File: src/rtl/arc_pkg.sv
package arc_pkg;
  localparam int RETRY_W = 4;
  localparam int LOST_W  = 4;

  typedef enum logic [2:0] {
    M_IDLE   = 3'd0,
    M_QUAL   = 3'd1,
    M_HOLD   = 3'd2,
    M_SETTLE = 3'd3,
    M_SEND   = 3'd4,
    M_WAIT   = 3'd5
  } mode_e;
endpackage

File: src/rtl/arc_tick.sv
// Microsecond strobe from the core clock.
module arc_tick #(
  parameter int CYC_PER_US = 100
) (
  input  logic clk,
  input  logic rst_n,
  output logic tick
);
  generate
    if (CYC_PER_US <= 1) begin : g_direct
      assign tick = 1'b1;
    end else begin : g_div
      localparam int DW = $clog2(CYC_PER_US);
      logic [DW-1:0] div_q;
      always_ff @(posedge clk or negedge rst_n) begin
        if (!rst_n)                             div_q <= '0;
        else if (div_q == DW'(CYC_PER_US - 1))  div_q <= '0;
        else                                    div_q <= div_q + 1'b1;
      end
      assign tick = (div_q == DW'(CYC_PER_US - 1));
    end
  endgenerate
endmodule

File: src/rtl/arc_timer.sv
// Down counter in microsecond ticks; load N-1 to expire after N ticks.
module arc_timer #(
  parameter int TW = 12
) (
  input  logic          clk,
  input  logic          rst_n,
  input  logic          tick,
  input  logic          load,
  input  logic [TW-1:0] load_val,
  output logic          expired
);
  logic [TW-1:0] cnt_q;

  always_ff @(posedge clk or negedge rst_n) begin
    if (!rst_n)                     cnt_q <= '0;
    else if (load)                  cnt_q <= load_val;
    else if (tick && cnt_q != '0)   cnt_q <= cnt_q - 1'b1;
  end

  assign expired = tick && (cnt_q == '0);
endmodule

File: src/rtl/arc_flags.sv
// Outcome flags, interrupt and saturating loss counter.
module arc_flags #(
  parameter int LW = 4
) (
  input  logic          clk,
  input  logic          rst_n,
  input  logic          set_ds,
  input  logic          set_rt,
  input  logic          clr_ds,
  input  logic          clr_rt,
  input  logic          chan_wr,
  output logic          tx_ds,
  output logic          max_rt,
  output logic          irq_n,
  output logic [LW-1:0] lost_cnt
);
  localparam logic [LW-1:0] LOST_TOP = '1;

  always_ff @(posedge clk or negedge rst_n) begin
    if (!rst_n) begin
      tx_ds    <= 1'b0;
      max_rt   <= 1'b0;
      lost_cnt <= '0;
    end else begin
      if (set_ds)      tx_ds <= 1'b1;
      else if (clr_ds) tx_ds <= 1'b0;

      if (set_rt)      max_rt <= 1'b1;
      else if (clr_rt) max_rt <= 1'b0;

      if (chan_wr)                          lost_cnt <= '0;
      else if (set_rt && lost_cnt != LOST_TOP) lost_cnt <= lost_cnt + 1'b1;
    end
  end

  assign irq_n = !(tx_ds || max_rt);
endmodule

File: src/rtl/arc_tx_ctrl.sv
module arc_tx_ctrl
  import arc_pkg::*;
#(
  parameter int CYC_PER_US    = 100,
  parameter int CE_HOLD_US    = 10,
  parameter int SETTLE_US     = 130,
  parameter int DELAY_STEP_US = 250
) (
  input  logic               clk,
  input  logic               rst_n,
  input  logic               ce,
  input  logic [RETRY_W-1:0] retry_limit,
  input  logic [RETRY_W-1:0] retry_delay,
  input  logic               pkt_valid,
  output logic               pkt_take,
  output logic               tx_go,
  input  logic               tx_done,
  input  logic               ack_seen,
  input  logic               clr_ds,
  input  logic               clr_rt,
  input  logic               chan_wr,
  output logic               tx_ds,
  output logic               max_rt,
  output logic               irq_n,
  output logic [LOST_W-1:0]  lost_cnt,
  output logic [2:0]         mode
);
  localparam int DLY_MAX = (1 << RETRY_W) * DELAY_STEP_US;
  localparam int T_A     = (DLY_MAX > SETTLE_US) ? DLY_MAX : SETTLE_US;
  localparam int T_MAX   = (T_A > CE_HOLD_US) ? T_A : CE_HOLD_US;
  localparam int TW      = $clog2(T_MAX + 1);
  localparam logic [TW-1:0] HOLD_LD   = TW'(CE_HOLD_US - 1);
  localparam logic [TW-1:0] SETTLE_LD = TW'(SETTLE_US - 1);

  mode_e              st_q, st_d;
  logic [RETRY_W-1:0] try_q;
  logic               go_q;
  logic               tick, expired;
  logic               ld;
  logic [TW-1:0]      ld_val;
  logic               launch, set_ds, set_rt, try_clr, try_inc;
  logic               can_send;
  logic [TW-1:0]      dly_ld;

  assign dly_ld   = TW'((int'(retry_delay) + 1) * DELAY_STEP_US - 1);
  assign can_send = ce && pkt_valid && !max_rt;

  arc_tick #(.CYC_PER_US(CYC_PER_US)) u_tick (
    .clk(clk), .rst_n(rst_n), .tick(tick)
  );

  arc_timer #(.TW(TW)) u_timer (
    .clk(clk), .rst_n(rst_n), .tick(tick),
    .load(ld), .load_val(ld_val), .expired(expired)
  );

  arc_flags #(.LW(LOST_W)) u_flags (
    .clk(clk), .rst_n(rst_n),
    .set_ds(set_ds), .set_rt(set_rt),
    .clr_ds(clr_ds), .clr_rt(clr_rt), .chan_wr(chan_wr),
    .tx_ds(tx_ds), .max_rt(max_rt), .irq_n(irq_n), .lost_cnt(lost_cnt)
  );

  always_comb begin
    st_d     = st_q;
    ld       = 1'b0;
    ld_val   = '0;
    launch   = 1'b0;
    pkt_take = 1'b0;
    set_ds   = 1'b0;
    set_rt   = 1'b0;
    try_clr  = 1'b0;
    try_inc  = 1'b0;
    unique case (st_q)
      M_IDLE: if (ce) begin
        st_d = M_QUAL; ld = 1'b1; ld_val = HOLD_LD;
      end
      M_QUAL: begin
        if (!ce)          st_d = M_IDLE;
        else if (expired) st_d = M_HOLD;
      end
      M_HOLD: begin
        if (!ce) st_d = M_IDLE;
        else if (can_send) begin
          st_d = M_SETTLE; ld = 1'b1; ld_val = SETTLE_LD;
        end
      end
      M_SETTLE: if (expired) begin
        st_d = M_SEND; launch = 1'b1;
      end
      M_SEND: if (tx_done) begin
        st_d = M_WAIT; ld = 1'b1; ld_val = dly_ld;
      end
      M_WAIT: begin
        if (ack_seen && pkt_valid) begin
          pkt_take = 1'b1;
          set_ds   = 1'b1;
          try_clr  = 1'b1;
          st_d     = ce ? M_HOLD : M_IDLE;
        end else if (expired) begin
          if (try_q == retry_limit) begin
            set_rt  = 1'b1;
            try_clr = 1'b1;
            st_d    = ce ? M_HOLD : M_IDLE;
          end else begin
            try_inc = 1'b1;
            st_d    = M_SETTLE; ld = 1'b1; ld_val = SETTLE_LD;
          end
        end
      end
      default: st_d = M_IDLE;
    endcase
  end

  always_ff @(posedge clk or negedge rst_n) begin
    if (!rst_n) begin
      st_q  <= M_IDLE;
      try_q <= '0;
      go_q  <= 1'b0;
    end else begin
      st_q <= st_d;
      go_q <= launch;
      if (try_clr)      try_q <= '0;
      else if (try_inc) try_q <= try_q + 1'b1;
    end
  end

  assign tx_go = go_q;
  assign mode  = st_q;
endmodule

File: config.mk
export PLATFORM = sky130hd
export DESIGN_NAME = arc_tx_ctrl
export DESIGN_NICKNAME = d
export VERILOG_FILES = /design/src/rtl/arc_pkg.sv /design/src/rtl/arc_tick.sv /design/src/rtl/arc_timer.sv /design/src/rtl/arc_flags.sv /design/src/rtl/arc_tx_ctrl.sv
export SDC_FILE = /design/constraint.sdc
export NUM_CORES = 1
export LEC_CHECK = 0
export CAP_MARGIN = 20
export CORE_ASPECT_RATIO = 1.5
export CORE_MARGIN = 4
export CORE_UTILIZATION = 40
export CTS_CLUSTER_SIZE = 30
export DETAILED_ROUTE_END_ITERATION = 12
export PLACE_DENSITY = 0.58
export SLEW_MARGIN = 10
export SYNTH_ARGS = -nofsm -noshare
export SYNTH_HDL_FRONTEND = slang
export SYNTH_HIERARCHICAL = 1
export SYNTH_SLANG_ARGS = --single-unit
File: constraint.sdc
create_clock -name clk -period 2.9 [get_ports clk]
set_input_delay 0.29 -clock clk [delete_from_list [all_inputs] [get_ports clk]]
set_output_delay 0.29 -clock clk [all_outputs]
set_load 0.03 [all_outputs]
; ---- Word level (Yosys, flattened, before mapping)
; Index checks and enable logic that the tools add are counted.
[word_totals]
ff_bits = 33
input_bits = 17
output_inout_bits = 12
wordCells = 97
[op_classes]
n_addsub = 6
eq_ne = 14
multipliers = 1
reduce_logical = 18
mux = 50
[ops]
columns = operator, n
row1 = case mux 12 bit (4 select lines), 1
row2 = two-way mux 8 bit, 5
row3 = two-way mux 12 bit, 3
row4 = two-way mux 3 bit, 9
row5 = subtractor 12 x 1 -> 12 bit (second input constant), 2
row6 = two-way mux 1 bit, 22
row7 = two-way mux 4 bit, 5
row8 = case mux 3 bit (6 select lines), 1
row9 = logical NOT 12 bit, 1
row10 = nonzero test 12 bit, 1
row11 = multiplier 5 x 7 -> 11 bit (second input constant), 1
row12 = nonzero test 2 bit, 5
row13 = inequality test 3 bit (second input constant), 3
row14 = adder 4 x 1 -> 4 bit (second input constant), 2
row15 = adder 7 x 1 -> 7 bit (second input constant), 1
row16 = == test 7 bit (second input constant), 1
row17 = two-way mux 7 bit, 1
row18 = == test 3 x 2 -> 1 bit (second input constant), 2
row19 = == test 3 bit (second input constant), 2
row20 = logical AND 1 bit, 6
row21 = inequality test 2 bit (second input constant), 3
row22 = AND reduction 6 bit, 1
row23 = adder 4 x 1 -> 5 bit (second input constant), 1
row24 = == test 4 bit, 1
row25 = other kinds (7), 9

; ---- Logic depth before layout (Yosys ltp)
; Gate-level depths: netlist of run 1.
[logic_depth]
depth_word = 8
mapped_depth = 18
ltp_nobuf = 17

; ---- By module
; The synthesis of run 1 kept the hierarchy.
[by_module_without_submodules]
columns = module, area_each_um2, cells_each, n_inst, seq_area_each_um2
row1 = arc_tx_ctrl, 1731.7, 216, 1, 200.2
row2 = arc_timer, 773.2, 85, 1, 300.3
row3 = arc_tick, 345.3, 29, 1, 175.2
row4 = arc_flags, 292.8, 28, 1, 150.1

; ---- Least setup slack after synthesis of run 1
; No wires, ideal clock.
[synth_timing]
path_type = input to register
from = in retry_delay[0]
to = reg u_timer.cnt_q[11]
t_arrival_ps = 4041
slack_ps = -1223
path_stages = 17
path_buffers = 1
required_ps = 2818
setup_ps = 82
cell_sequence = ha_1 > buf_2 > xor2_1 > ha_1 > inv_1 > fa_1 > fa_1 > inv_1 > ha_1 > nor2b_1 > o311a_2 > a211oi_4 > o311ai_1 > or3_1 > mux2i_1 > nor2_1 > a31oi_1
[synth_via]
elab_chain_cells = 6
[synth_lines]
columns = item, line
row1 = "start, declared", arc_tx_ctrl.sv:13  ; input logic [RETRY_W-1:0] retry_delay,
row2 = adder 4 x 1 -> 5 bit, arc_tx_ctrl.sv:45  ; assign dly_ld = TW'((int'(retry_delay) + 1) * DELAY_STEP_US - 1);
row3 = multiplier 5 x 7 -> 11 bit, arc_tx_ctrl.sv:45
row4 = subtractor 12 x 1 -> 12 bit, arc_tx_ctrl.sv:45
row5 = two-way mux 12 bit, arc_tx_ctrl.sv:91  ; M_SEND: if (tx_done) begin
row6 = case mux 12 bit (4 select lines), arc_tx_ctrl.sv:74  ; unique case (st_q)
row7 = named net ld_val[11], arc_tx_ctrl.sv:40  ; logic [TW-1:0] ld_val;
row8 = two-way mux 12 bit, arc_timer.sv:16  ; else if (load) cnt_q <= load_val;
row9 = "end signal, assigned", arc_timer.sv:16
row10 = "end signal, assigned", arc_timer.sv:17  ; else if (tick && cnt_q != '0) cnt_q <= cnt_q - 1'b1;
row11 = "end, declared", arc_timer.sv:12  ; logic [TW-1:0] cnt_q;
; The timed path passes the listed nets, and every way through them passes these cells.
; A chain may end at the register's enable or synchronous reset.

; ---- Worst setup path in the final report of run 1
[layout_timing]
from = in retry_delay[1]
to = reg u_timer.cnt_q[11]
; Same word-level chain as after synthesis.

==> impl_metrics.ini, run 1 <==
[run_status]
status = finished with violations
violations = setup timing

[synth]
syn_area_per_cell_sq_um = 8.78
ys_ff_latch = 33
synth_area_sq_um = 3140
synth-main-ff-cell = dfrtp_1
yosysWarnings = 6
ys_types = 74
synth_top_area_cell = dfrtp_1
synth_nets = 407
yosysSeqAreaShare_pct = 26.3
synth_edf_count = 0
async_flop_share_pct = 100
synth_area_leaders = dfrtp_1 (26%), ha_1 (9.6%), xnor2_1 (5.6%)
synth_cells = 358
synth_top_area_share_pct = 26.3

[pwr]
ir_drop_mv = 0.497
powerDensity_nw_per_um2 = 617
p_leak_uw = 0.00197

[place]
gp_congestion = 0.810
placed_area_sq_um = 4040
dp.cells = 528
dpl.hpwl_um = 6120
place_ws_ns = -1.57
portBuffers = 28

[sta]
fin_hold_ws_ns = 0.431
final_hold_viol_count = 0
slew_violations = 0
rsz0062_at_grt = true
timing.slew.headroom_pct = 59.3
fin_skew_ns = 0.00285
min_period_ns = 3.66
setup_violations = 6
setup_slack_ns = -0.758
fin_crit_sh_pct = 126
fmaxAchievable_mhz = 273
worst_slew_pin_slew_ns = 0.606

[grt]
grt_pass1_vias = 2823
grt_overflow = 0
grt_max_degree = 34
grt_pass1_wl_um = 13000
antenna_found_initial = 0
grtUsageTotal_pct = 17.4

[floorplan]
initial_core_util_pct = 41.0
ioPinCount = 29
coreArea_sq_um = 7660
fp-row-count = 39
dieHeight_um = 117
die_width_um = 80.4
dieArea_sq_um = 9370

[routing]
drc = 0
drt_iter0_drc = 155
ant_nets = 0
drt_pass1_iterations = 4
routedWlPerCell_um = 14.2
routed_wl_um = 7750
vias = 2833
via_per_inst = 5.18

[cts]
clock-sinks = 33
clk_pin_slew_worst_paths_ns = 0.05
root_buffer = clkbuf_16
cts_tree = built
clk_latency_ns = 0.27
numCtsBuffers = 5
cts_max_path_buffers = 2
h-tree-depth = 2
cts_hold_buf = 0

[critical_path]
crit_chain = buf_8 -> ha_4 -> or2_4 -> nand3_1 -> o211ai_1 -> fa_1 -> inv_1 -> fa_2 -> ha_4 -> o21a_4 -> o311a_4 -> a211oi_4 -> o311ai_4 -> or3_1 -> mux2i_1 -> nor2_1 -> a31oi_1
reg2reg_depth = 10
crit_slowest_cell = fa_1
cp_top_family = adder cells
cp.depth = 17
crit_start = retry_delay[1]
r2r-start = u_timer/cnt_q[0]$_DFFE_PN0P_
end_kind = flop
worstSetupStartpointType = primary input
critPathCapture = u_timer/cnt_q[11]$_DFFE_PN0P_
max_stage_delay_ns = 0.56
arrival_ns = 3.85
critPathMaxFanout = 6
crit_required_ns = 3.09
cp_num_buf_inv = 2
reg2reg_to = u_timer/cnt_q[10]$_DFFE_PN0P_
crit_type = primary input to flop
cpMostUsedCell = ha_4
rrSetupSlack_ns = 0.18

[layout]
layout-area-overhead-vs-synth_pct = 43.2
antennaDiodeCount = 0
n_fill_cell = 730
nets = 493
final_cell_mix = buf_4 (54), dfrtp_1 (33), inv_1 (32), nor2_1 (32), clkdlybuf4s50_1 (24)
postLayoutCoreUtil_pct = 58.7
seq_area_sq_um = 826
layout-drive-gt1-share_pct = 32.8
multiInputGateArea_sq_um = 2470
mostFrequentLayoutCell = buf_4
final_cells = 547
final_cell_area_sq_um = 4500

[hold_path]
hp-class = primary input to asynchronous set/reset pin

[flow_run]
cap_violations = 0
[power breakdown]
group | switching [uW] | internal (uW) | total [uW]
registers | 26.2 | 476 | 502
logic | 808 | 971 | 1780
clock network | 179 | 315 | 494
[worst min-delay path by stage]
| stage | from | end | slack (ns) | cells after the start |
|---|---|---|---|---|
| finish | rst_n | u_tick/g_div.div_q[5]$_DFF_PN0_ | 0.43 | 2 |
| global route | rst_n | u_tick/g_div.div_q[0]$_DFF_PN0_ | 0.48 | 2 |
| CTS | rst_n | u_tick/g_div.div_q[5]$_DFF_PN0_ | 0.44 | 2 |
| detailed placement | u_tick/g_div.div_q[0]$_DFF_PN0_ | u_tick/g_div.div_q[0]$_DFF_PN0_ | 0.48 | 1 |
| global placement | u_tick/g_div.div_q[0]$_DFF_PN0_ | u_tick/g_div.div_q[0]$_DFF_PN0_ | 0.47 | 1 |
| floorplan | rst_n | mode[0]$_DFFE_PN0P_ | -0.006 | 0 |
[final cells by class]
| class | instances | share of cell area (%) |
|---|---|---|
| clock buffers | 6 | 2.86 |
| flip-flops and latches | 33 | 18.4 |
| clock inverters | 2 | 0.222 |
| repair buffers | 89 | 17.4 |
| inverters | 40 | 3.34 |
| well taps | 102 | 2.84 |
| multi-input cells | 275 | 55.0 |
[registers in the layout, summed over array words and instances, names as in the netlist]
name and flops:
tx_go 1, u_flags/lost_cnt 4, u_tick/g_div.div_q 7, u_flags/max_rt 1, u_timer/cnt_q 12, mode 3, u_flags/tx_ds 1, try_q 4
[Yosys cell counts, types with 2 or more instances]
cell type / count
nor2b_1: 9
nor2_2: 3
mux2i_1: 4
o2111ai_1: 3
and3_1: 2
or2_2: 2
nor3_1: 8
nor3_2: 2
nand2b_1: 6
nor4_1: 2
and2_1: 5
or3_1: 4
o21ai_0: 12
inv_1: 39
nand2_1: 23
nor2_1: 32
xor2_1: 11
buf_6: 3
nand4_1: 8
nor3b_1: 3
a211oi_1: 2
o21ai_1: 3
and3_2: 3
o21a_1: 3
a31o_2: 2
nand3_1: 8
clkbuf_1: 5
fa_1: 8
o211ai_1: 2
a21oi_1: 10
a32oi_1: 2
o22ai_1: 2
a21o_1: 4
a31oi_1: 6
xnor2_1: 20
dfrtp_1: 33
ha_1: 24
o31ai_1: 4
[worst register-to-register path, delay by kind of cell (launching register included)]
family,cells,cell delay (ns)
flops,1,0.40
fa+ha+maj,1,0.21
simple gates,5,1.31
buf+inv,1,0.09
compound gates,3,0.61
[per-layer routing]
metal  up-vias  routed length, um  GRT usage [%]  part of all wire [%]
li1       1419                  -              -                     -
met1      1359               2780           17.8                    36
met2        45               4660           35.8                    60
met3        10                140           1.08                   1.8
met4         0                159           6.31                   2.1
met5         -                  0              0                     0
[metrics by stage]
stage               power, uW  setup TNS [ns]
floorplan                1410           -3.66
global placement         1880           -8.63
detailed placement       1890           -8.82
CTS                      2600           -3.14
global route             2950           -4.01
finish                   2770           -3.14
[cell families after synthesis]
kind of cell | Yosys count | share of synthesized area, %
muxes | 5 | 1.75
xor gates and xnor gates | 32 | 9.16
DFF | 33 | 26.3
AOI/OAI and AO/OA | 70 | 16.0
and+or+nand+nor | 136 | 25.2
adders and majority gates | 32 | 14.6
buffers and inverters | 50 | 7.05
[repair_timing]
action                     CTS  global route
resized for setup           46            24
pin swaps                   23            29
hold endpoints to repair     0             0
buffers inserted             5             8
gates cloned                 0             0
setup endpoints to repair    7             9
Note: power is estimated with default switching activity, not from simulation.
==> run 2, diff against run 1 <==
--- a/config.mk
+++ b/config.mk
@@ -12,7 +12,6 @@
 export CTS_CLUSTER_SIZE = 30
 export DETAILED_ROUTE_END_ITERATION = 12
 export PLACE_DENSITY = 0.58
-export SLEW_MARGIN = 10
 export SYNTH_ARGS = -nofsm -noshare
 export SYNTH_HDL_FRONTEND = slang
 export SYNTH_HIERARCHICAL = 1
==> results of run 2 <==
No change in the layout: final DEF, timing and power equal those of run 1.
==> run 3, diff against run 2 <==
--- a/config.mk
+++ b/config.mk
@@ -11,7 +11,7 @@
 export CORE_UTILIZATION = 40
 export CTS_CLUSTER_SIZE = 30
 export DETAILED_ROUTE_END_ITERATION = 12
-export PLACE_DENSITY = 0.58
+export SKIP_CTS_REPAIR_TIMING = 1
 export SYNTH_ARGS = -nofsm -noshare
 export SYNTH_HDL_FRONTEND = slang
 export SYNTH_HIERARCHICAL = 1
==> impl_metrics.ini, run 3 (synthesis gave the netlist of run 1 again) <==
[grt]
grt_pass1_vias = 2737
grt_overflow = 0
grtUsageTotal_pct = 16.3
grt_pass1_wl_um = 12200
grt_max_degree = 34
antenna_found_initial = 0

[cts]
root_buffer = clkbuf_16
cts_max_path_buffers = 2
cts_tree = built
numCtsBuffers = 5
clock-sinks = 33
h-tree-depth = 2
clk_pin_slew_worst_paths_ns = 0.05
clk_latency_ns = 0.27

[critical_path]
reg2reg_depth = 10
crit_required_ns = 3.09
crit_type = primary input to flop
critPathMaxFanout = 7
arrival_ns = 3.95
end_kind = flop
worstSetupStartpointType = primary input

[sta]
fin_skew_ns = 0.00516
rsz0062_at_grt = true
worst_slew_pin_slew_ns = 0.596
final_hold_viol_count = 0
setup_violations = 6
setup_slack_ns = -0.855
timing.slew.headroom_pct = 59.9
min_period_ns = 3.76
slew_violations = 0
fmaxAchievable_mhz = 266
fin_crit_sh_pct = 129

[routing]
vias = 2762
drt_iter0_drc = 109
via_per_inst = 5.12
routedWlPerCell_um = 13.6
drc = 0
drt_pass1_iterations = 4
ant_nets = 0
routed_wl_um = 7340

[place]
dp.cells = 525
place_ws_ns = -1.69
gp_congestion = 0.835
dpl.hpwl_um = 6020
portBuffers = 28

[layout]
mostFrequentLayoutCell = buf_4
nets = 485
regMostFlops = u_timer/cnt_q
layout-area-overhead-vs-synth_pct = 39.4
top_regs = u_timer/cnt_q: 12 flops, u_tick/g_div.div_q: 7 flops
largest_reg_flops = 12
layout-drive-gt1-share_pct = 30.7
postLayoutCoreUtil_pct = 57.2
final_cell_mix = buf_4 (51), dfrtp_1 (33), inv_1 (32), nor2_1 (32), clkdlybuf4s50_1 (24)
antennaDiodeCount = 0
final_cells = 539

[floorplan]
dieArea_sq_um = 9370
die_width_um = 80.4
ioPinCount = 29
fp-row-count = 39
coreArea_sq_um = 7660
dieHeight_um = 117
initial_core_util_pct = 41.0

[hold_path]
hp-class = primary input to asynchronous set/reset pin

[pwr]
powerDensity_nw_per_um2 = 592
ir_drop_mv = 0.453
p_leak_uw = 0.00192
p_total_uw = 2590

[flow_run]
cap_violations = 0

[run_status]
violations = setup timing
status = finished with violations
[run 3: changes by cell type in the layout (fill, tap and decap cells not counted), sizes merged]
cell,previous run,this run
buf,65,55
clkbuf,6,9
clkinv,2,1
[run 3: cell type report]
type	instances	area, sq um
sequential	33	826
clock buffer	7	153
tap	102	128
clock inverter	1	5.00
fill	719	3280
multi-input combinational	275	2420
timing repair buffer	81	694
inverter	40	153
[run 3: critical path, stage by stage]
cell and delay (ns):
buf_8 0.11, ha_4 0.19, xor2_4 0.20, ha_1 0.30, inv_2 0.04, fa_1 0.49, fa_1 0.54, inv_2 0.05
ha_4 0.28, nor2b_4 0.18, o31a_1 0.27, xor2_2 0.19, o311ai_2 0.12, or3_1 0.37, mux2i_1 0.14, nor2_1 0.07
a31oi_1 0.14
[run 3: path summary, 6_finish.rpt]
| kind | to | from | slack, ns |
|---|---|---|---|
| worst max-delay path | u_timer/cnt_q[11]$_DFFE_PN0P_ | retry_delay[0] | -0.86 |
| worst min-delay path | u_tick/g_div.div_q[5]$_DFF_PN0_ | rst_n | 0.42 |
| worst max register to register | u_timer/cnt_q[10]$_DFFE_PN0P_ | u_timer/cnt_q[0]$_DFFE_PN0P_ | 0.17 |
| worst min register to register | u_tick/g_div.div_q[0]$_DFF_PN0_ | u_tick/g_div.div_q[0]$_DFF_PN0_ | 0.48 |
| max in group asynchronous | u_flags/lost_cnt[0]$_DFFE_PN0P_ | rst_n | 2.18 |
| min in group clk | u_tick/g_div.div_q[0]$_DFF_PN0_ | u_tick/g_div.div_q[0]$_DFF_PN0_ | 0.48 |
[run 3: layer usage]
metal | global-route usage [%] | vias to the layer above | part of all wire (%)
met4 | 6.54 | 0 | 2.3
met5 | 0 | - | 0
met2 | 33.1 | 30 | 60
met1 | 16.5 | 1321 | 36
met3 | 1.62 | 8 | 1.6
li1 | - | 1403 | -
[run 3: stage by stage]
stage                     cell area, sq um  TNS, ns  hold WS (ns)
after global routing                  4380    -4.25         0.463
after detailed placement              4020    -9.26         0.471
final                                 4380    -3.36         0.421
after CTS                             4170    -7.02         0.435
after global placement                4020    -8.51         0.465
after floorplan                       3340    -3.66      -0.00559
[run 3: power breakdown]
group	switching [uW]	internal (uW)	leakage [uW]
logic	722	827	0.00140
registers	25.5	476	0.000439
clock network	180	363	0.0000799
